`config.mk`:
```
export PLATFORM = sky130hd
export DESIGN_NAME = symbol_pair_rx
export DESIGN_NICKNAME = d
export VERILOG_FILES = /design/src/rtl/lsd_pkg.sv /design/src/rtl/sym5_decode.sv /design/src/rtl/run_counter.sv /design/src/rtl/line_state_tracker.sv /design/src/rtl/sticky_flags.sv /design/src/rtl/symbol_pair_rx.sv
export SDC_FILE = /design/constraint.sdc
export NUM_CORES = 1
export LEC_CHECK = 0
export BUFFER_PORTS_ARGS = -buffer_cell sky130_fd_sc_hd__buf_2
export CORE_MARGIN = 2
export CORE_UTILIZATION = 59
export DETAILED_ROUTE_END_ITERATION = 10
export MAX_ROUTING_LAYER = met4
export PLACE_DENSITY = 0.81
export SYNTH_ARGS = -nofsm -noshare
export SYNTH_HDL_FRONTEND = slang
export SYNTH_SLANG_ARGS = --single-unit
```
`constraint.sdc`:
```
create_clock -name clk -period 3.7 [get_ports clk]
set_input_delay 0.925 -clock clk [delete_from_list [all_inputs] [get_ports clk]]
set_output_delay 0.925 -clock clk [all_outputs]
set_load 0.005 [all_outputs]
```
`src/rtl/lsd_pkg.sv`:
```
package lsd_pkg;

  typedef enum logic [3:0] {
    SK_DATA  = 4'd0,
    SK_IDLE  = 4'd1,
    SK_HALT  = 4'd2,
    SK_QUIET = 4'd3,
    SK_J     = 4'd4,
    SK_K     = 4'd5,
    SK_T     = 4'd6,
    SK_R     = 4'd7,
    SK_S     = 4'd8,
    SK_VIOL  = 4'd9
  } skind_e;

  typedef enum logic [3:0] {
    LS_INIT    = 4'd0,
    LS_UNKNOWN = 4'd1,
    LS_ACTIVE  = 4'd2,
    LS_IDLE    = 4'd3,
    LS_SUPER   = 4'd4,
    LS_QUIET   = 4'd5,
    LS_HALT    = 4'd6,
    LS_HQ      = 4'd7,
    LS_NOISE   = 4'd8
  } lstate_e;

  localparam int NUM_LS = 9;

  typedef struct packed {
    logic [3:0] nib;
    logic       ctl;
    logic       viol;
    skind_e     kind;
  } dsym_t;

  function automatic dsym_t mk_sym(input logic [3:0] n, input skind_e k);
    dsym_t d;
    d.nib  = n;
    d.kind = k;
    d.ctl  = (k != SK_DATA);
    d.viol = (k == SK_VIOL);
    return d;
  endfunction

endpackage

```
`src/rtl/sym5_decode.sv`:
```
module sym5_decode
  import lsd_pkg::*;
(
  input  logic [4:0] code,
  output dsym_t      dec
);

  always_comb begin
    case (code)
      5'b11110: dec = mk_sym(4'h0, SK_DATA);
      5'b01001: dec = mk_sym(4'h1, SK_DATA);
      5'b10100: dec = mk_sym(4'h2, SK_DATA);
      5'b10101: dec = mk_sym(4'h3, SK_DATA);
      5'b01010: dec = mk_sym(4'h4, SK_DATA);
      5'b01011: dec = mk_sym(4'h5, SK_DATA);
      5'b01110: dec = mk_sym(4'h6, SK_DATA);
      5'b01111: dec = mk_sym(4'h7, SK_DATA);
      5'b10010: dec = mk_sym(4'h8, SK_DATA);
      5'b10011: dec = mk_sym(4'h9, SK_DATA);
      5'b10110: dec = mk_sym(4'hA, SK_DATA);
      5'b10111: dec = mk_sym(4'hB, SK_DATA);
      5'b11010: dec = mk_sym(4'hC, SK_DATA);
      5'b11011: dec = mk_sym(4'hD, SK_DATA);
      5'b11100: dec = mk_sym(4'hE, SK_DATA);
      5'b11101: dec = mk_sym(4'hF, SK_DATA);
      5'b11111: dec = mk_sym(4'hA, SK_IDLE);
      5'b00100: dec = mk_sym(4'h1, SK_HALT);
      5'b11000: dec = mk_sym(4'hD, SK_J);
      5'b10001: dec = mk_sym(4'hD, SK_K);
      5'b01101: dec = mk_sym(4'h5, SK_T);
      5'b00111: dec = mk_sym(4'h6, SK_R);
      5'b11001: dec = mk_sym(4'h7, SK_S);
      5'b00000: dec = mk_sym(4'h2, SK_QUIET);
      default:  dec = mk_sym(4'h2, SK_VIOL);
    endcase
  end

endmodule

```
`src/rtl/run_counter.sv`:
```
module run_counter #(
  parameter int LIMIT = 8,
  localparam int W = $clog2(LIMIT + 1)
) (
  input  logic         clk,
  input  logic         rst_n,
  input  logic         adv,
  input  logic         match,
  output logic [W-1:0] cnt,
  output logic [W-1:0] nxt
);

  always_comb begin
    if (!match)                nxt = '0;
    else if (cnt == W'(LIMIT)) nxt = cnt;
    else                       nxt = cnt + 1'b1;
  end

  always_ff @(posedge clk) begin
    if (!rst_n)   cnt <= '0;
    else if (adv) cnt <= nxt;
  end


  cnt_saturates_chk: assert property (@(posedge clk) disable iff (!rst_n)
    cnt <= W'(LIMIT));


  run_break_chk: assert property (@(posedge clk) disable iff (!rst_n)
    adv && !match |=> cnt == '0);

endmodule

```
`src/rtl/line_state_tracker.sv`:
```
module line_state_tracker
  import lsd_pkg::*;
#(
  parameter int IDLE_PAIRS  = 2,
  parameter int SUPER_PAIRS = 8,
  parameter int RUN_PAIRS   = 8,
  parameter int NOISE_PAIRS = 4
) (
  input  logic    clk,
  input  logic    rst_n,
  input  logic    acc,
  input  skind_e  k0,
  input  skind_e  k1,
  output lstate_e st,
  output lstate_e nxt,
  output logic    entered
);

  localparam int IW = $clog2(SUPER_PAIRS + 1);
  localparam int RW = $clog2(RUN_PAIRS + 1);
  localparam int NW = $clog2(NOISE_PAIRS + 1);

  logic is_jk, ok0, ok1;
  logic m_idle, m_quiet, m_halt, m_hq, m_viol;
  logic [IW-1:0] idle_c, idle_n;
  logic [RW-1:0] q_c, q_n, h_c, h_n, hq_c, hq_n;
  logic [NW-1:0] v_c, v_n;

  assign is_jk   = (k0 == SK_J) && (k1 == SK_K);
  assign ok0     = k0 inside {SK_DATA, SK_T, SK_R, SK_S};
  assign ok1     = k1 inside {SK_DATA, SK_T, SK_R, SK_S};
  assign m_idle  = (k0 == SK_IDLE)  && (k1 == SK_IDLE);
  assign m_quiet = (k0 == SK_QUIET) && (k1 == SK_QUIET);
  assign m_halt  = (k0 == SK_HALT)  && (k1 == SK_HALT);
  assign m_hq    = (k0 == SK_HALT)  && (k1 == SK_QUIET);
  assign m_viol  = (k0 == SK_VIOL)  || (k1 == SK_VIOL);

  run_counter #(.LIMIT(SUPER_PAIRS)) u_idle_run (
    .clk(clk), .rst_n(rst_n), .adv(acc), .match(m_idle), .cnt(idle_c), .nxt(idle_n));
  run_counter #(.LIMIT(RUN_PAIRS)) u_quiet_run (
    .clk(clk), .rst_n(rst_n), .adv(acc), .match(m_quiet), .cnt(q_c), .nxt(q_n));
  run_counter #(.LIMIT(RUN_PAIRS)) u_halt_run (
    .clk(clk), .rst_n(rst_n), .adv(acc), .match(m_halt), .cnt(h_c), .nxt(h_n));
  run_counter #(.LIMIT(RUN_PAIRS)) u_hq_run (
    .clk(clk), .rst_n(rst_n), .adv(acc), .match(m_hq), .cnt(hq_c), .nxt(hq_n));
  run_counter #(.LIMIT(NOISE_PAIRS)) u_noise_run (
    .clk(clk), .rst_n(rst_n), .adv(acc), .match(m_viol), .cnt(v_c), .nxt(v_n));

  always_comb begin
    if (is_jk)                                nxt = LS_ACTIVE;
    else if (st == LS_ACTIVE && ok0 && ok1)   nxt = LS_ACTIVE;
    else if (idle_n >= IW'(SUPER_PAIRS))      nxt = LS_SUPER;
    else if (idle_n >= IW'(IDLE_PAIRS))       nxt = LS_IDLE;
    else if (q_n  == RW'(RUN_PAIRS))          nxt = LS_QUIET;
    else if (h_n  == RW'(RUN_PAIRS))          nxt = LS_HALT;
    else if (hq_n == RW'(RUN_PAIRS))          nxt = LS_HQ;
    else if (v_n  == NW'(NOISE_PAIRS))        nxt = LS_NOISE;
    else                                      nxt = LS_UNKNOWN;
  end

  assign entered = acc && (nxt != st);

  always_ff @(posedge clk) begin
    if (!rst_n)   st <= LS_INIT;
    else if (acc) st <= nxt;
  end


  jk_enters_active_chk: assert property (@(posedge clk) disable iff (!rst_n)
    acc && is_jk |=> st == LS_ACTIVE);


  state_only_on_accept_chk: assert property (@(posedge clk) disable iff (!rst_n)
    !acc |=> $stable(st));


  super_idle_needs_run_chk: assert property (@(posedge clk) disable iff (!rst_n)
    st == LS_SUPER |-> idle_c == IW'(SUPER_PAIRS));


  noise_needs_run_chk: assert property (@(posedge clk) disable iff (!rst_n)
    st == LS_NOISE |-> v_c == NW'(NOISE_PAIRS));

endmodule

```
`src/rtl/sticky_flags.sv`:
```
module sticky_flags #(
  parameter int N = 9,
  localparam int IW = $clog2(N)
) (
  input  logic          clk,
  input  logic          rst_n,
  input  logic          set_en,
  input  logic [IW-1:0] set_idx,
  input  logic          clr,
  output logic [N-1:0]  flags
);

  for (genvar i = 0; i < N; i++) begin : g_flag
    always_ff @(posedge clk) begin
      if (!rst_n)                                flags[i] <= 1'b0;
      else if (set_en && set_idx == IW'(i))      flags[i] <= 1'b1;
      else if (clr)                              flags[i] <= 1'b0;
    end
  end


  clear_empties_chk: assert property (@(posedge clk) disable iff (!rst_n)
    clr && !set_en |=> flags == '0);


  set_sticks_chk: assert property (@(posedge clk) disable iff (!rst_n)
    set_en |=> flags[$past(set_idx)]);

endmodule

```
`src/rtl/symbol_pair_rx.sv`:
```
module symbol_pair_rx
  import lsd_pkg::*;
#(
  parameter int IDLE_PAIRS  = 2,
  parameter int SUPER_PAIRS = 8,
  parameter int RUN_PAIRS   = 8,
  parameter int NOISE_PAIRS = 4
) (
  input  logic              clk,
  input  logic              rst_n,
  input  logic              in_valid,
  output logic              in_ready,
  input  logic [4:0]        in_sym0,
  input  logic [4:0]        in_sym1,
  output logic              out_valid,
  input  logic              out_ready,
  output logic [3:0]        out_nib0,
  output logic [3:0]        out_nib1,
  output logic [1:0]        out_ctl,
  output logic [1:0]        out_viol,
  output logic [3:0]        line_state,
  output logic [NUM_LS-1:0] cond_flags,
  input  logic              flags_clr
);

  localparam int LANES = 2;

  logic [4:0] lane_code [LANES];
  dsym_t      lane_dec  [LANES];
  logic       acc;
  lstate_e    st, nxt;
  logic       entered;

  assign lane_code[0] = in_sym0;
  assign lane_code[1] = in_sym1;

  for (genvar l = 0; l < LANES; l++) begin : g_lane
    sym5_decode u_dec (.code(lane_code[l]), .dec(lane_dec[l]));
  end

  assign in_ready = !out_valid || out_ready;
  assign acc      = in_valid && in_ready;

  always_ff @(posedge clk) begin
    if (!rst_n) begin
      out_valid <= 1'b0;
      out_nib0  <= '0;
      out_nib1  <= '0;
      out_ctl   <= '0;
      out_viol  <= '0;
    end else begin
      if (acc) begin
        out_valid <= 1'b1;
        out_nib0  <= lane_dec[0].nib;
        out_nib1  <= lane_dec[1].nib;
        out_ctl   <= {lane_dec[1].ctl,  lane_dec[0].ctl};
        out_viol  <= {lane_dec[1].viol, lane_dec[0].viol};
      end else if (out_ready) begin
        out_valid <= 1'b0;
      end
    end
  end

  line_state_tracker #(
    .IDLE_PAIRS(IDLE_PAIRS), .SUPER_PAIRS(SUPER_PAIRS),
    .RUN_PAIRS(RUN_PAIRS), .NOISE_PAIRS(NOISE_PAIRS)
  ) u_track (
    .clk(clk), .rst_n(rst_n), .acc(acc),
    .k0(lane_dec[0].kind), .k1(lane_dec[1].kind),
    .st(st), .nxt(nxt), .entered(entered)
  );

  sticky_flags #(.N(NUM_LS)) u_flags (
    .clk(clk), .rst_n(rst_n), .set_en(entered), .set_idx(nxt),
    .clr(flags_clr), .flags(cond_flags)
  );

  assign line_state = st;


  stall_holds_chk: assert property (@(posedge clk) disable iff (!rst_n)
    out_valid && !out_ready |=> out_valid && $stable({out_nib0, out_nib1, out_ctl, out_viol}));


  viol_value_chk: assert property (@(posedge clk) disable iff (!rst_n)
    out_valid && out_viol[0] |-> out_nib0 == 4'h2 && out_ctl[0]);


  accept_fills_chk: assert property (@(posedge clk) disable iff (!rst_n)
    acc |=> out_valid);

endmodule

```
# After elaboration in Yosys (flattened, before gate mapping)
# Memories as Yosys holds them, arrays and structs flattened.
# Cells that the tools add are included.
totals:
  register_bits: 45
  latchBits: 0
  ramBits: 0
  rom_bits: 640
  inputBits: 15
  output_inout_bits: 27
  elab_cells: 130
  mem_count: 2
op_classes:
  addsub: 5
  multipliers: 0
  div: 0
  magnitude_cmp: 2
  eq_ne: 35
  shift: 0
  muxes: 30
  n_bitwise: 0
  n_reduce_logical: 36
memory_table:
  columns: ["memory", "depth", "width", "rd", "rd_ports_with_merged_regs", "wr", "line", "text"]
  rows:
  - ["(name not given)", 32, 10, 1, 0, 0, "sym5_decode.sv:9", "case (code)"]
  - ["(name not given)", 32, 10, 1, 0, 0, "sym5_decode.sv:9", null]
op_table:
  columns: ["op", "count"]
  rows:
  - ["4-bit 2-to-1 mux", 16]
  - ["4-bit == test (second input constant)", 12]
  - ["4-bit by 3-bit == test with 1-bit output (second input constant)", 10]
  - ["4-bit by 2-bit == test with 1-bit output (second input constant)", 7]
  - ["2-bit nonzero test", 10]
  - ["1-bit logical AND", 18]
  - ["4-bit by 1-bit adder with 4-bit output (second input constant)", 4]
  - ["4-bit by 1-bit == test with 1-bit output (second input constant)", 3]
  - ["4-bit logical NOT", 3]
  - ["1-bit 2-to-1 mux", 12]
  - ["4-bit nonzero test", 2]
  - ["3-bit == test (second input constant)", 2]
  - ["3-bit 2-to-1 mux", 2]
  - ["4-bit by 2-bit greater-or-equal comparator with 1-bit output (second input constant)", 1]
  - ["4-bit greater-or-equal comparator (second input constant)", 1]
  - ["4-bit inequality test", 1]
  - ["3-bit by 1-bit adder with 3-bit output (second input constant)", 1]
  - ["1-bit logical OR", 2]
  - ["1-bit logical NOT", 1]

# Logic depth before layout (Yosys ltp)
# Gate-level depths: netlist of the first run.
# An unclocked memory read counts as a cell.
depth:
  depth_word: 17
  ltp_mapped: 12
  ltp_nobuf: 11

# Hierarchy
# Synthesis of the first run repeated with hierarchy kept, for this count alone.
unflattened:
  hier_cells: 458
  area_unflattened_um2: 3809.9
modules_own_cells:
  columns: ["module", "instances", "cells_each", "area_each_um2", "seq_area_each_um2"]
  rows:
  - ["run_counter (u_track.u_halt_run ...)", 4, 34, 286.5, 80.1]
  - ["line_state_tracker", 1, 71, 600.6, 80.1]
  - ["symbol_pair_rx", 1, 58, 549.3, 260.2]
  - ["sym5_decode (g_lane[1].u_dec)", 1, 67, 476.7, 0.0]
  - ["sym5_decode (g_lane[0].u_dec)", 1, 66, 469.2, 0.0]
  - ["sticky_flags", 1, 35, 366.6, 180.2]
  - ["run_counter (u_track.u_noise_run)", 1, 25, 201.4, 60.1]

# Least setup slack after synthesis of the first run
# Ideal clock, no wire load.
synth_timing:
  kind: "input port to flip-flop"
  startpoint: "input port in_sym1[1]"
  endpoint: "register u_flags.flags[4]"
  setup_ps: 132
  t_arrival_ps: 3297
  required_ps: 3568
  path_slack_ps: 271
  stages: 11
  path_buffers: 0
  path_cell_list: "inv_1 -> ha_1 -> and4b_4 -> a31o_2 -> and3_1 -> or4b_4 -> a21oi_1 -> nor2_1 -> xnor2_2 -> nor4b_4 -> o31ai_1"
synth_via:
  elab_chain_len: 17
  word_cells_on_any_way: 43
  cone_classes: "2 x order compare; 14 x eq/ne; 14 x mux; 12 x reduce/logical; 1 x memory"
synth_lines:
  columns: ["item", "line", "text"]
  rows:
  - ["from (decl)", "symbol_pair_rx.sv:14", "input logic [4:0] in_sym1,"]
  - ["memory read 32 x 10 bit *", null, null]
  - ["4-bit == test", "line_state_tracker.sv:36", "assign m_viol = (k0 == SK_VIOL) || (k1 == SK_VIOL);"]
  - ["1-bit logical OR", "line_state_tracker.sv:36", null]
  - ["3-bit 2-to-1 mux", "run_counter.sv:14", "if (!match) nxt = '0;"]
  - ["3-bit == test", "line_state_tracker.sv:57", "else if (v_n == NW'(NOISE_PAIRS)) nxt = LS_NOISE;"]
  - ["4-bit 2-to-1 mux", "line_state_tracker.sv:57", null]
  - ["4-bit 2-to-1 mux", "line_state_tracker.sv:56", "else if (hq_n == RW'(RUN_PAIRS)) nxt = LS_HQ;"]
  - ["4-bit 2-to-1 mux", "line_state_tracker.sv:55", "else if (h_n == RW'(RUN_PAIRS)) nxt = LS_HALT;"]
  - ["4-bit 2-to-1 mux", "line_state_tracker.sv:54", "else if (q_n == RW'(RUN_PAIRS)) nxt = LS_QUIET;"]
  - ["4-bit 2-to-1 mux", "line_state_tracker.sv:53", "else if (idle_n >= IW'(IDLE_PAIRS)) nxt = LS_IDLE;"]
  - ["4-bit 2-to-1 mux", "line_state_tracker.sv:52", "else if (idle_n >= IW'(SUPER_PAIRS)) nxt = LS_SUPER;"]
  - ["4-bit 2-to-1 mux", "line_state_tracker.sv:51", "else if (st == LS_ACTIVE && ok0 && ok1) nxt = LS_ACTIVE;"]
  - ["4-bit 2-to-1 mux *", "line_state_tracker.sv:50", "if (is_jk) nxt = LS_ACTIVE;"]
  - ["4-bit inequality test", "line_state_tracker.sv:61", "assign entered = acc && (nxt != st);"]
  - ["1-bit logical AND", "line_state_tracker.sv:61", null]
  - ["1-bit logical AND *", "sticky_flags.sv:16", "else if (set_en && set_idx == IW'(i)) flags[i] <= 1'b1;"]
  - ["1-bit 2-to-1 mux / 2-bit nonzero test (equally long branches)", null, null]
  - ["to (signal, indexed assignment)", "sticky_flags.sv:15", "if (!rst_n) flags[i] <= 1'b0;"]
  - ["to (signal, indexed assignment)", "sticky_flags.sv:16", null]
  - ["to (signal, indexed assignment)", "sticky_flags.sv:17", "else if (clr) flags[i] <= 1'b0;"]
  - ["to (decl)", "sticky_flags.sv:10", "output logic [N-1:0] flags"]
# Every way passes the cells marked *; elsewhere a longest branch is shown, timed or not.
# A chain may end at the register's enable or synchronous reset.

# Final worst setup path of the first run
layout_timing:
  startpoint: "input port in_sym0[1]"
  endpoint: "register u_flags.flags[8]"
layout_via:
  elab_chain_len: 17
  word_cells_on_any_way: 44
  cone_classes: "2 x order compare; 14 x eq/ne; 14 x mux; 13 x reduce/logical; 1 x memory"
layout_lines:
  columns: ["item", "line", "text"]
  rows:
  - ["from (decl)", "symbol_pair_rx.sv:13", "input logic [4:0] in_sym0,"]
  - ["memory read 32 x 10 bit *", null, null]
  - ["4-bit == test", "line_state_tracker.sv:36", null]
  - ["1-bit logical OR", "line_state_tracker.sv:36", null]
  - ["3-bit 2-to-1 mux", "run_counter.sv:14", null]
  - ["3-bit == test", "line_state_tracker.sv:57", null]
  - ["4-bit 2-to-1 mux", "line_state_tracker.sv:57", null]
  - ["4-bit 2-to-1 mux", "line_state_tracker.sv:56", null]
  - ["4-bit 2-to-1 mux", "line_state_tracker.sv:55", null]
  - ["4-bit 2-to-1 mux", "line_state_tracker.sv:54", null]
  - ["4-bit 2-to-1 mux", "line_state_tracker.sv:53", null]
  - ["4-bit 2-to-1 mux", "line_state_tracker.sv:52", null]
  - ["4-bit 2-to-1 mux", "line_state_tracker.sv:51", null]
  - ["4-bit 2-to-1 mux *", "line_state_tracker.sv:50", null]
  - ["4-bit inequality test", "line_state_tracker.sv:61", null]
  - ["1-bit logical AND", "line_state_tracker.sv:61", null]
  - ["1-bit logical AND *", "sticky_flags.sv:16", null]
  - ["1-bit 2-to-1 mux / 2-bit nonzero test (equally long branches)", null, null]
# Marked as above.

==> flow_results.org, run 1 <==
** STA
- RSZ-0062 raised after global routing :: no
- Setup violations remaining at the end of the flow were counted as 0.
- Headroom to the max-slew limit :: 0.306
- After routing, the total negative slack on setup checks comes to 0 ps.
- The count of endpoints failing hold in the final timing report was 0.
- For the pin with the worst max-slew slack, the measured transition is 1020 ps.
- For the final database, setup skew stands at around 9.3 ps.
- Max-slew violation count :: 0
- On the final layout, the worst hold slack is 444 ps.
- For this run, the top clock speed supported by timing is 281 MHz.
- Tmin final :: 3560 ps
- Dividing the final minimum period by the clock period gives 0.962.
- The worst path meets setup with 142 ps of slack.

** Yosys
- In the post-synthesis netlist, the biggest area contributors are sky130_fd_sc_hd__dfxtp_1 25%, sky130_fd_sc_hd__ha_1 7.4%, sky130_fd_sc_hd__nand2_1 6.6%.
- Top cell type's share of synthesized area :: 0.252
- Flops & latches, synth :: 45
- Cell Area, Synth :: 3570 sq um
- Counting flops with a built-in enable in the synthesized netlist gives 0.
- Syn Nets :: 486
- Most numerous cell types in the synthesized netlist :: 63 x sky130_fd_sc_hd__nand2_1, 45 x sky130_fd_sc_hd__dfxtp_1, 27 x sky130_fd_sc_hd__nor2_1
- Avg Cell Area, Syn :: approximately 8 sq um
- The largest total area in the synthesized netlist belongs to sky130_fd_sc_hd__dfxtp_1.
- Synthesis instantiated 83 different standard cells from the library.
- Sequential-to-total area share from yosys stat :: 0.252
- Counting every instance in the synthesized netlist gives 450.
- The most used flip-flop cell after synthesis is sky130_fd_sc_hd__dfxtp_1.
- Of all flip-flops after synthesis, the portion carrying an async set or reset was 0.
- Most frequent cell after synthesis :: sky130_fd_sc_hd__nand2_1
- Yosys printed 0 warnings.

** Placement
- Placed standard-cell area :: 3920 sq um
- Final Wtd Congestion :: 0.956
- Input and output buffers added on the ports amount to 41.
- The HPWL after detailed placement is 6.34 mm.
- OpenSTA, run right after detailed placement, puts the worst setup slack at -114 ps.

** Drt
- Remaining antenna violation count after routing :: 0
- The final layout contains routed wiring with a total length of ~8.6 mm.
- Remaining design rule violation count :: 0
- Dividing the detail-routed via count by the number of cells gives 6.03.
- Dividing the detail-routed wire length by the instance count gives ~15 um.
- Vias after detailed routing :: 3467
- For this run, the detailed router's first-pass iteration total came to 4.
- Violation count after the first detailed-route iteration :: 254

** Critical path
- In this run the critical register-to-register path is launched from u_track.u_quiet_run.cnt[0]$_SDFFE_PN0P_.
- Reg2reg path depth :: 11
- Class of the most critical setup path :: primary input to flop
- Arrival @ worst endpoint :: roughly 3800 ps
- Startpoint type of the worst setup path :: primary input
- The largest individual stage delay along the critical path comes from the cell sky130_fd_sc_hd__or4b_4.
- Of all nets on the critical path, the largest fanout is 8.
- In this design, the stage delay of the slowest critical-path cell is 480 ps.
- In this run the critical register-to-register path is captured at u_flags.flags[8]$_SDFFE_PN0P_.
- Number of buffer and inverter stages on the critical path :: 2
- Most Frequent Cell on Critical Path :: sky130_fd_sc_hd__a21oi_1
- Across all register-to-register paths, the minimum setup slack is around 250 ps.
- Ordered list of cells on the worst path :: buf_2 -> inv_1 -> ha_1 -> or2b_1 -> a21oi_1 -> and3_1 -> or4b_4 -> a21oi_1 -> nor2_1 -> xnor2_2 -> nor4b_4 -> o31ai_1
- For the worst setup path, the data required time is between 3000 and 4000 ps.
- Cell type group with the largest total delay on the critical path :: simple AND/OR/NAND/NOR gates
- The most critical setup path has its startpoint at in_sym0[1].
- STA classifies the critical path endpoint as a flop.

** Power
- The worst-case IR drop observed on VDD is 194 uV.
- The design draws 1200 uW.
- For this design the ratio of total power to cell area is 295 nW/um^2.
- Lkg Pwr :: 0.00171 uW

** CTS
- The H-tree generated during clock tree synthesis spans 2 levels.
- TritonCTS built the clock tree.
- The clock drives 45 sinks.
- Setup Fix Bufs, Post-CTS :: 0
- Post-CTS resize count :: 0
- Clock Root Buffer :: sky130_fd_sc_hd__clkbuf_8
- Counting along the longest clock path gives a buffer depth of 2.
- After clock tree synthesis, the clock-pin slew on the worst setup and hold paths is 90 ps.
- In this run, post-CTS hold repair placed 0 buffers.
- Insertion delay to the later sink of the worst-skew pair :: 310 ps
- Buffers inserted during clock tree synthesis total 5.

** Min path
- Hold_sp :: u_flags.flags[1]$_SDFFE_PN0P_
- The worst hold path belongs to the class flop to flop.
- The worst hold path terminates at u_flags.flags[1]$_SDFFE_PN0P_.
- Counting instances, the worst hold path has a depth of 2.

** Global routing
- Across every metal layer, demand over resource in global routing totals 0.279.
- GRT overflow :: 0
- In the global route stage, met1 resource usage came out at 0.356.
- After global routing, the most crowded layer is met2.
- Global-route track usage on met3 :: 0.0341
- Met2 GRT Util :: 0.470
- The number of global-route vias before repair was 3144.
- Initial antenna violation count :: 0
- First-pass GRT wire length :: 14.3 mm
- Entering global routing, the biggest net connects 40 pins.

** Layout
- Final non-filler cell area :: 4060 sq um
- The repair_antennas step left the layout with diodes totalling 0.
- Net count reported at finish :: 535
- Relative to the synthesized area, the layout overhead comes to 13.7%.
- Filler cell count in the final layout :: 482
- Layout cell share with drive strength beyond 1 :: 0.218

** Floorplan
- Die X :: roughly 82 um
- For this configuration, the core starts out at a cell density of 0.606.
- Core ar. :: 5890 sq um
- The floorplan has 28 rows.
- The die is about 82 um tall.
- For this design the top-level I/O count stands at 42.
- Die Area :: ~6700 sq um

** Status
- The flow ran to the end, and the final reports show no timing, DRC or antenna violations.

** Flow run
- Max-cap violations in this run came to 0.
[power breakdown]
part / internal (uW) / total [uW] / switching, uW
registers: 498 / 506 / 7.97
logic: 101 / 245 / 144
clock network: 268 / 448 / 180
[per-layer routing]
metal  vias to the layer above  share of wire
li1                       1724              -
met1                      1614           0.43
met2                       115           0.50
met3                        14          0.052
met4                         0          0.012
met5                         -              0
[layout by cell type, fill, tap and decap left out, drive strengths merged, types with 8 or more instances in the layout]
| cell | count |
|---|---|
| nor2 | 28 |
| dfxtp | 45 |
| a211oi | 10 |
| nand2 | 63 |
| inv | 23 |
| ha | 21 |
| a21oi | 26 |
| and2 | 11 |
| buf | 67 |
| o21ai | 32 |
| mux2i | 8 |
| nor3 | 9 |
| a21boi | 13 |
| nand3 | 16 |
| nor4 | 8 |
[worst reg2reg max path, delay by kind of cell, from the launching register on]
kind,cells,cell delay [ps]
adders and majority gates,1,220
AOI/OAI and AO/OA,5,1650
and+or+nand+nor,3,780
DFF,1,450
xor gates and xnor gates,1,160
buffers and inverters,1,70
[worst max-delay path by stage]
stage                                         end  slack (ps)  depth (start not counted)
finish              u_flags.flags[8]$_SDFFE_PN0P_         140                         12
global route        u_flags.flags[1]$_SDFFE_PN0P_          20                         12
CTS                 u_flags.flags[8]$_SDFFE_PN0P_         190                         12
detailed placement  u_flags.flags[8]$_SDFFE_PN0P_        -110                         12
global placement    u_flags.flags[8]$_SDFFE_PN0P_          50                         12
floorplan           u_flags.flags[4]$_SDFFE_PN0P_         270                         11
[sequential cells by signal (all words and copies together), names as in the netlist]
name,cells
out_ctl,2
out_nib0,4
out_nib1,4
out_valid,1
out_viol,2
u_flags.flags,9
u_track.st,4
u_track.u_halt_run.cnt,4
u_track.u_hq_run.cnt,4
u_track.u_idle_run.cnt,4
u_track.u_noise_run.cnt,3
u_track.u_quiet_run.cnt,4
[through the flow]
step | utilization | std cells
finish | 0.689 | 575
CTS | 0.689 | 575
global placement | 0.666 | 567
floorplan | - | 450
detailed placement | 0.666 | 567
global route | 0.689 | 575
[cells by family (layout without fill, tap and decap cells)]
kind of cell             after synthesis  count (layout)  synth area share
AO/OA/AOI/OAI                        125             125             0.249
XOR/XNOR                               7               7            0.0214
adder cells (fa/ha/maj)               21              21            0.0736
buffers and inverters                 48              98            0.0635
flip-flops                            45              45             0.252
multiplexers                           9               9            0.0256
AND/OR/NAND/NOR                      195             195             0.315
[layout make-up]
class / count / area [sq um] / area share
multi-input cells: 357 / 2440 / 0.602
flip-flops and latches: 45 / 901 / 0.222
repair buffers: 67 / 400 / 0.0987
well taps: 75 / 93.8 / 0.0231
inverters: 23 / 86.3 / 0.0213
clock buffers: 5 / 68.8 / 0.0170
clock inverters: 3 / 65.1 / 0.0160
No activity file was read; power rests on OpenSTA's default activity.
==> run 2, diff against run 1 <==
--- a/config.mk
+++ b/config.mk
@@ -7,10 +7,12 @@
 export LEC_CHECK = 0
 export BUFFER_PORTS_ARGS = -buffer_cell sky130_fd_sc_hd__buf_2
 export CORE_MARGIN = 2
-export CORE_UTILIZATION = 59
+export CORE_UTILIZATION = 60
 export DETAILED_ROUTE_END_ITERATION = 10
 export MAX_ROUTING_LAYER = met4
 export PLACE_DENSITY = 0.81
+export REMOVE_ABC_BUFFERS = 1
 export SYNTH_ARGS = -nofsm -noshare
 export SYNTH_HDL_FRONTEND = slang
+export SYNTH_HIERARCHICAL = 1
 export SYNTH_SLANG_ARGS = --single-unit
==> run 2 against run 1 <==
The flow now finishes with violations (negative setup slack). Synthesized cell count is 1.3% higher. Area after synthesis rose by 6.4%. Non-clock buffer count increased by 68. Final area increased by 29%. Via count rose by 26%. Core utilization rose by 18 points. Clock skew increased by 0.78 ps. Setup slack got worse by 1100 ps. Combinational power is 51% higher. Clock-buffer cell count is the same. Critical endpoint is now u_flags/flags[0]$_SDFFE_PN0P_. Largest cell class unchanged.
==> flow_results.org, run 2 <==
** Drt
- After detailed routing, the total wire length is 13.9 mm.
- For this run, design rule violations remaining after detail routing come to 0.
- For this run, the detailed router's first-pass iteration total came to 8.
- Remaining antenna violation count after routing :: 0
- Via density :: 6.67
- The first routing iteration left about 390 violations.
- The routed layout has 4371 vias.
- In the final routed layout, each cell accounts on average for 21.2 um.

** Floorplan
- Die X :: 83.6 um
- The total area inside the core boundary comes to 6030 sq um.
- # IOs :: between 40 and 50
- Die Area :: 6980 sq um
- Height of the die :: 83.6 um
- The floorplan has 28 rows.
- Initial core utilization :: 0.630

** Layout
- The number of antenna diodes in the final layout is 0.
- Filler cell count in the final layout :: just over 300
- Area taken by flip-flops and latches :: 901 sq um
- Once layout is done, the placed cells without fillers occupy between 5000 and 6000 sq um.
- Top library cells by usage in the layout, fill and taps aside :: 85 x sky130_fd_sc_hd__buf_4, 45 x sky130_fd_sc_hd__dfxtp_1, 41 x sky130_fd_sc_hd__nand2_1, 34 x sky130_fd_sc_hd__buf_2, 22 x sky130_fd_sc_hd__nor2_1
- Ranked by flip-flop count, first place goes to u_flags/flags.
- Compared with the post-synthesis result, the final layout area differs by 37.4%.
- The register with the most flip-flops in the layout has 9 of them.
- Final standard cell count with taps included and fillers excluded :: 655
- In the final design database the tool counted 618 nets.
- Leading cell type in the layout, fill and taps excluded :: sky130_fd_sc_hd__buf_4
- Footprint of the multi-input gates :: 3030 sq um
- Layout cell share with drive strength beyond 1 :: 0.398

** Power
- Lkg Pwr :: about 0.0022 uW
- VDD IR-drop max :: around 170 uV
- For this design the ratio of total power to cell area is 233 nW/um^2.

** CTS
- Number of clock sinks :: 45
- After clock tree synthesis, the clock-pin slew on the worst setup and hold paths is 100 ps.
- Num CTS Buffers :: 5
- The H-tree was split into 2 levels.
- TritonCTS built the clock tree.
- Clock Root Buffer :: sky130_fd_sc_hd__clkbuf_8
- Clk buf depth :: 2
- The later pin in the worst-skew pair is clocked with a latency of 320 ps.
- For this design, the CTS-stage hold fixing added 0 buffers.

** Placement
- Including well taps, the total number of placed cells is approximately 630.
- After legalization and detailed placement, the total HPWL measured 7.00 mm.
- Buffers placed on the I/O ports in this run total 41.
- The placed instances occupy a cell area of 4520 sq um.
- Timing analysis after detailed placement gives a worst setup slack of -1230 ps.
- At the end of routability-driven placement, the weighted congestion stood at 0.943.

** STA
- Max Fclk :: roughly 220 MHz
- On the final layout, the worst clock skew is 10.1 ps.
- The worst pin sits at a relative slew slack of 0.532.
- For the pin with the worst max-slew slack, the measured transition is 702 ps.
- Setup_tns :: -7060 ps
- For the finished layout, the period the worst path requires is approximately 4600 ps.
- RSZ-0062 raised after global routing :: yes
- The count of endpoints failing hold in the final timing report was 0.
- Final period util :: 1.25
- Setup violations, final :: 13
- Post-route setup slack :: -916 ps
- Max-slew violation count :: 0

** Critical path
- Startpoint type of the worst setup path :: primary input
- Reg2Reg Setup Slack :: slightly below 300 ps
- For the worst setup path, the data arrival time is 4840 ps.
- Required time of the critical path :: slightly below 4000 ps
- Along the worst path, the maximum fanout reaches 8.
- The critical path in this run is classified as primary input to flop.
- Kind of end point of the critical path :: flop

** Min path
- Path class of the lowest-slack min-delay path :: flop to flop

** Global routing
- GRT Util Overall :: 0.303
- Number of global-route vias before repair :: 3746
- Entering global routing, the biggest net connects 38 pins.
- First-pass GRT wire length :: 17.1 mm
- GRT overflow :: 0
- The number of antenna violations at the first check in global routing was 0.

** Yosys
- Cell Area, Synth :: 3800 sq um
- The cell count after synthesis came out at 456.
- The Yosys step of the flow raised 6 warnings.
- Each instance of the synthesized netlist takes up on average 8.33 sq um.

** Status
- Run status :: complete, but fails checks
- Violations in the final reports :: negative setup slack

** Flow run
- Number of max-cap violations :: 0
## run 2: path summary, 6_finish.rpt
kind / from / endpoint / depth (start not counted)
worst max-delay path: in_sym0[4] / u_flags/flags[0]$_SDFFE_PN0P_ / 18
worst min-delay path: out_nib1[2]$_SDFFE_PN0P_ / out_nib1[2]$_SDFFE_PN0P_ / 2
worst max register to register: u_track/u_hq_run/cnt[0]$_SDFFE_PN0P_ / u_flags/flags[0]$_SDFFE_PN0P_ / 13
worst min register to register: out_nib1[2]$_SDFFE_PN0P_ / out_nib1[2]$_SDFFE_PN0P_ / 2
## run 2: per-layer routing
layer	track usage	wire, um	vias up
li1	-	-	1885
met1	0.339	4920	2047
met2	0.557	6800	337
met3	0.0435	1170	102
met4	0.0924	985	0
met5	-	0	-
## run 2: cell type report
cell class | count | share of cell area
Clock buffer | 5 | 0.0132
Clock inverter | 3 | 0.00408
Inverter | 26 | 0.0206
Multi-Input combinational cell | 366 | 0.580
Sequential cell | 45 | 0.173
Tap cell | 75 | 0.0180
Timing Repair Buffer | 135 | 0.191
## run 2: power by group
| group | internal [uW] | switching, uW |
|---|---|---|
| clock | 135 | 199 |
| sequential | 498 | 13.0 |
| combinational | 171 | 199 |
| total | 804 | 410 |
## run 2: through the flow
step | utilization | hold WS (ps) | total power (uW)
finish | 0.866 | 470 | 1210
CTS | 0.812 | 461 | 1140
detailed placement | 0.750 | 444 | 786
floorplan | - | 451 | 650
global route | 0.866 | 496 | 1250
global placement | 0.750 | 438 | 774
## run 2: worst max-delay path, cell delays in order
cell and delay [ps]:
sky130_fd_sc_hd__buf_2 200, sky130_fd_sc_hd__and3b_1 210, sky130_fd_sc_hd__o21ai_0 250, sky130_fd_sc_hd__o311ai_2 230
sky130_fd_sc_hd__nor4_4 310, sky130_fd_sc_hd__and3_4 240, sky130_fd_sc_hd__nand2_2 60, sky130_fd_sc_hd__nor2_2 130
sky130_fd_sc_hd__inv_1 70, sky130_fd_sc_hd__nor2_1 90, sky130_fd_sc_hd__or4b_4 510, sky130_fd_sc_hd__a31oi_4 230
sky130_fd_sc_hd__nor4_4 70, sky130_fd_sc_hd__nor2_2 220, sky130_fd_sc_hd__nor4_4 90, sky130_fd_sc_hd__o32ai_4 230
sky130_fd_sc_hd__or3b_4 420, sky130_fd_sc_hd__o41ai_2 340
## run 2: repair_timing
item                                    in CTS  in global routing
buffers inserted                             8                 13
pin swaps                                   11                 20
endpoints found under the setup margin      13                 13
gates resized for setup                     45                 54
==> run 3, diff against run 2 <==
--- a/config.mk
+++ b/config.mk
@@ -7,12 +7,12 @@
 export LEC_CHECK = 0
 export BUFFER_PORTS_ARGS = -buffer_cell sky130_fd_sc_hd__buf_2
 export CORE_MARGIN = 2
-export CORE_UTILIZATION = 60
+export CORE_UTILIZATION = 59
+export CTS_CLUSTER_DIAMETER = 50
 export DETAILED_ROUTE_END_ITERATION = 10
 export MAX_ROUTING_LAYER = met4
 export PLACE_DENSITY = 0.81
 export REMOVE_ABC_BUFFERS = 1
 export SYNTH_ARGS = -nofsm -noshare
 export SYNTH_HDL_FRONTEND = slang
-export SYNTH_HIERARCHICAL = 1
 export SYNTH_SLANG_ARGS = --single-unit
==> run 3 against run 2 <==
The run now ends clean. Core utilization is 19 points lower. Routed wire length is 41% lower. Critical path depth is 6 lower. Clock power is 16% higher. Critical endpoint is now u_flags.flags[1]$_SDFFE_PN0P_. Power is 7.1% lower. Via count is 23% lower. Largest cell class unchanged.
==> flow_results.org, run 3 (same netlist as run 1, synthesis figures left out) <==
** Status
- The run finished with clean final reports.

** Power
- VDD IR-drop max :: 201 uV
- Cell area power density :: ~280 nW/um^2
- Proportion of power drawn by flip-flops and latches :: 0.448
- Gate power share :: 0.210
- Lkg Pwr :: 0.00168 uW
- Switching power summed over all nets :: 330 uW
- Total internal power :: 798 uW
- Switching Fraction :: 0.293
- Part of the total power dissipated in the clock network :: 0.342

** Layout
- Leading cell type in the layout, fill and taps excluded :: sky130_fd_sc_hd__nand2_1
- Filler cell count in the final layout :: 499
- In the final layout, flip-flops and latches occupy 901 sq um.
- In the layout the commonest cells are 63 x sky130_fd_sc_hd__nand2_1, 45 x sky130_fd_sc_hd__dfxtp_1, 41 x sky130_fd_sc_hd__buf_2, 27 x sky130_fd_sc_hd__nor2_1.
- Final non-filler cell area :: ~4000 sq um
- The area growth from synthesis to layout is 12.2%.
- Number of flip-flops under the largest register name :: 9
- Counting flops per register, the top entry is u_flags.flags.
- 0 antenna diodes ended up in the layout.
- In the final layout, the share of cells above drive strength 1 is 0.210.
- The multi-input combinational cells in the finished layout cover a total of roughly 2400 sq um.
- At the end of the flow, the number of nets in the layout was 531.

** STA
- For the final routed database, the setup TNS stands at 0 ps.
- Hold Fails Final Rpt :: 0
- Max Clock Skew :: 6.49 ps
- For the pin with the worst max-slew slack, the measured transition is roughly 1100 ps.
- Subtracting the final worst setup slack from the clock period gives 3410 ps.
- Setup repair after global routing left no endpoint under its margin.
- Max Fclk :: slightly below 300 MHz
- Setup violations remaining at the end of the flow were counted as 0.
- Max-slew violation count :: 0
- Headroom to the max-slew limit :: 0.271
- Of the available clock period, the critical path in the final layout requires 0.921.

** Critical path
- Timing endpoint of the critical path :: u_flags.flags[1]$_SDFFE_PN0P_
- R2r startpoint :: u_track.u_quiet_run.cnt[0]$_SDFFE_PN0P_
- Max Fanout on Critical Path :: 8
- The worst setup path is of the primary input to flop kind.
- The worst register-to-register path ends at u_flags.flags[1]$_SDFFE_PN0P_.
- In this run the worst setup path begins at in_sym0[0].
- STA classifies the critical path endpoint as a flop.
- Reg2reg path depth :: 12
- Required time of the critical path :: 3890 ps
- The worst setup path is launched from a primary input.
- For flop-to-flop paths, the worst setup slack is 760 ps.
- For the worst setup path, the data arrival time is 3600 ps.

** Placement
- I/O Buffers :: 41
- The congestion estimate from routability-driven global placement came to between 0.9 and 1.
- Once placement finished, the instance area stood at between 3000 and 4000 sq um.
- Summed over all nets, the half-perimeter wirelength after detailed placement is 6.09 mm.

** CTS
- TritonCTS built the clock tree.
- Clock Root Buffer :: sky130_fd_sc_hd__clkbuf_8
- Num CTS Buffers :: 5
- Max H-tree Level :: 2
- Number of clock sinks :: 45
- The longest clock path from root to sink contains 2 buffers.
- Clock-pin slew was measured on the worst setup and hold paths at 90 ps.
- For this design, the CTS-stage hold fixing added 0 buffers.
- Clock latency on the worst-skew pair, taken at its later pin, is just over 300 ps.
- Post-CTS resize count :: 0
- Setup Fix Bufs, Post-CTS :: 0

** Floorplan
- The initialized floorplan defines 28 standard-cell rows.
- In this run the count of I/O pins placed on the die edge is 42.
- The die covers 6690 sq um.
- For this configuration, the core starts out at a cell density of 0.606.
- Measured along the x axis, the die boundary spans between 80 and 90 um.
- Height of the die :: 81.8 um
- Core ar. :: about 6000 sq um

** Global routing
- First-pass GRT wire length :: 13.9 mm
- Entering global routing, the biggest net connects 35 pins.
- GRT overflow :: 0
- In the global route stage, overall resource usage came out at 0.271.
- Number of global-route vias before repair :: 3049
- The number of antenna violations at the first check in global routing was 0.

** Drt
- In this run, the number of DRC markers left after iteration 0 of detailed routing was 126.
- Dividing the detail-routed wire length by the instance count gives between 10 and 15 um.
- Summed over all layers, the routed wires come to 8.16 mm.
- Remaining design rule violation count :: 0
- The pre-antenna-repair detailed-routing pass consisted of 4 iterations.
- The detail route stage leaves a number of antenna-violating nets equal to 0.
- Vias after detailed routing :: 3375
- Using the TritonRoute via totals, the vias-per-cell ratio works out to just under 6.

** Min path
- The tightest min-delay check is of the flop to flop type.

** Flow run
- Number of max-cap violations :: 0
==> run 3: cell types whose count changed in the layout (fill, tap and decap cells not counted), sizes merged, moves of 6 or more <==
| cell | change |
|---|---|
| a211oi | +10 |
| a21boi | +7 |
| a21oi | +12 |
| and3 | -6 |
| buf | -71 |
| mux2i | -8 |
| nand2 | +19 |
| nand2b | -8 |
| nand3b | -14 |
| nor2b | -10 |
==> run 3: worst min-delay path by stage <==
stage | startpoint | endpoint | cells after the start
4_1_cts | u_flags.flags[7]$_SDFFE_PN0P_ | u_flags.flags[7]$_SDFFE_PN0P_ | 2
3_3_place_gp | u_flags.flags[7]$_SDFFE_PN0P_ | u_flags.flags[7]$_SDFFE_PN0P_ | 2
6_report | u_flags.flags[7]$_SDFFE_PN0P_ | u_flags.flags[7]$_SDFFE_PN0P_ | 2
3_5_place_dp | u_flags.flags[7]$_SDFFE_PN0P_ | u_flags.flags[7]$_SDFFE_PN0P_ | 2
5_1_grt | u_flags.flags[3]$_SDFFE_PN0P_ | u_flags.flags[3]$_SDFFE_PN0P_ | 2
2_1_floorplan | u_flags.flags[1]$_SDFFE_PN0P_ | u_flags.flags[1]$_SDFFE_PN0P_ | 2
==> run 3: critical path: stages <==
cell	delay (ps)
sky130_fd_sc_hd__buf_2	140
sky130_fd_sc_hd__inv_1	90
sky130_fd_sc_hd__ha_1	240
sky130_fd_sc_hd__or3b_4	440
sky130_fd_sc_hd__o22a_4	260
sky130_fd_sc_hd__nand3_4	100
sky130_fd_sc_hd__a22oi_1	90
sky130_fd_sc_hd__o31ai_2	470
sky130_fd_sc_hd__o31ai_4	110
sky130_fd_sc_hd__xnor2_2	160
sky130_fd_sc_hd__nor4b_4	470
sky130_fd_sc_hd__o21ai_1	130
==> run 3: metal layers <==
metal	vias up	global-route usage	wire length, um
met1	1583	0.329	3780
met2	60	0.461	3980
li1	1723	-	-
met5	-	-	0
met3	9	0.0352	302
met4	0	0.0933	97
==> run 3: power groups by stage <==
stage	sequential, uW	clock, uW	combinational, uW
6_report	506	386	236
5_1_grt	508	405	264
4_1_cts	506	389	237
3_5_place_dp	517	0	235
3_3_place_gp	517	0	230
2_1_floorplan	518	0	138
==> run 3: cell type report <==
cell class                      instances  share of cell area
Timing Repair Buffer                   63              0.0925
Clock buffer                            6              0.0181
Tap cell                               75              0.0234
Sequential cell                        45               0.225
Clock inverter                          2             0.00968
Multi-Input combinational cell        357               0.610
Inverter                               23              0.0216
==> run 3: per-stage QoR <==
step / setup slack (ps) / hold WS [ps] / utilization / total power, uW / instances
after CTS: 273 / 453 / 0.680 / 1130 / 571
after global routing: 49.8 / 489 / 0.680 / 1180 / 571
final: 291 / 450 / 0.680 / 1130 / 571
after global placement: 18.8 / 432 / 0.661 / 747 / 563
after floorplan: 211 / 442 / - / 656 / 425
after detailed placement: -96.9 / 441 / 0.661 / 753 / 563
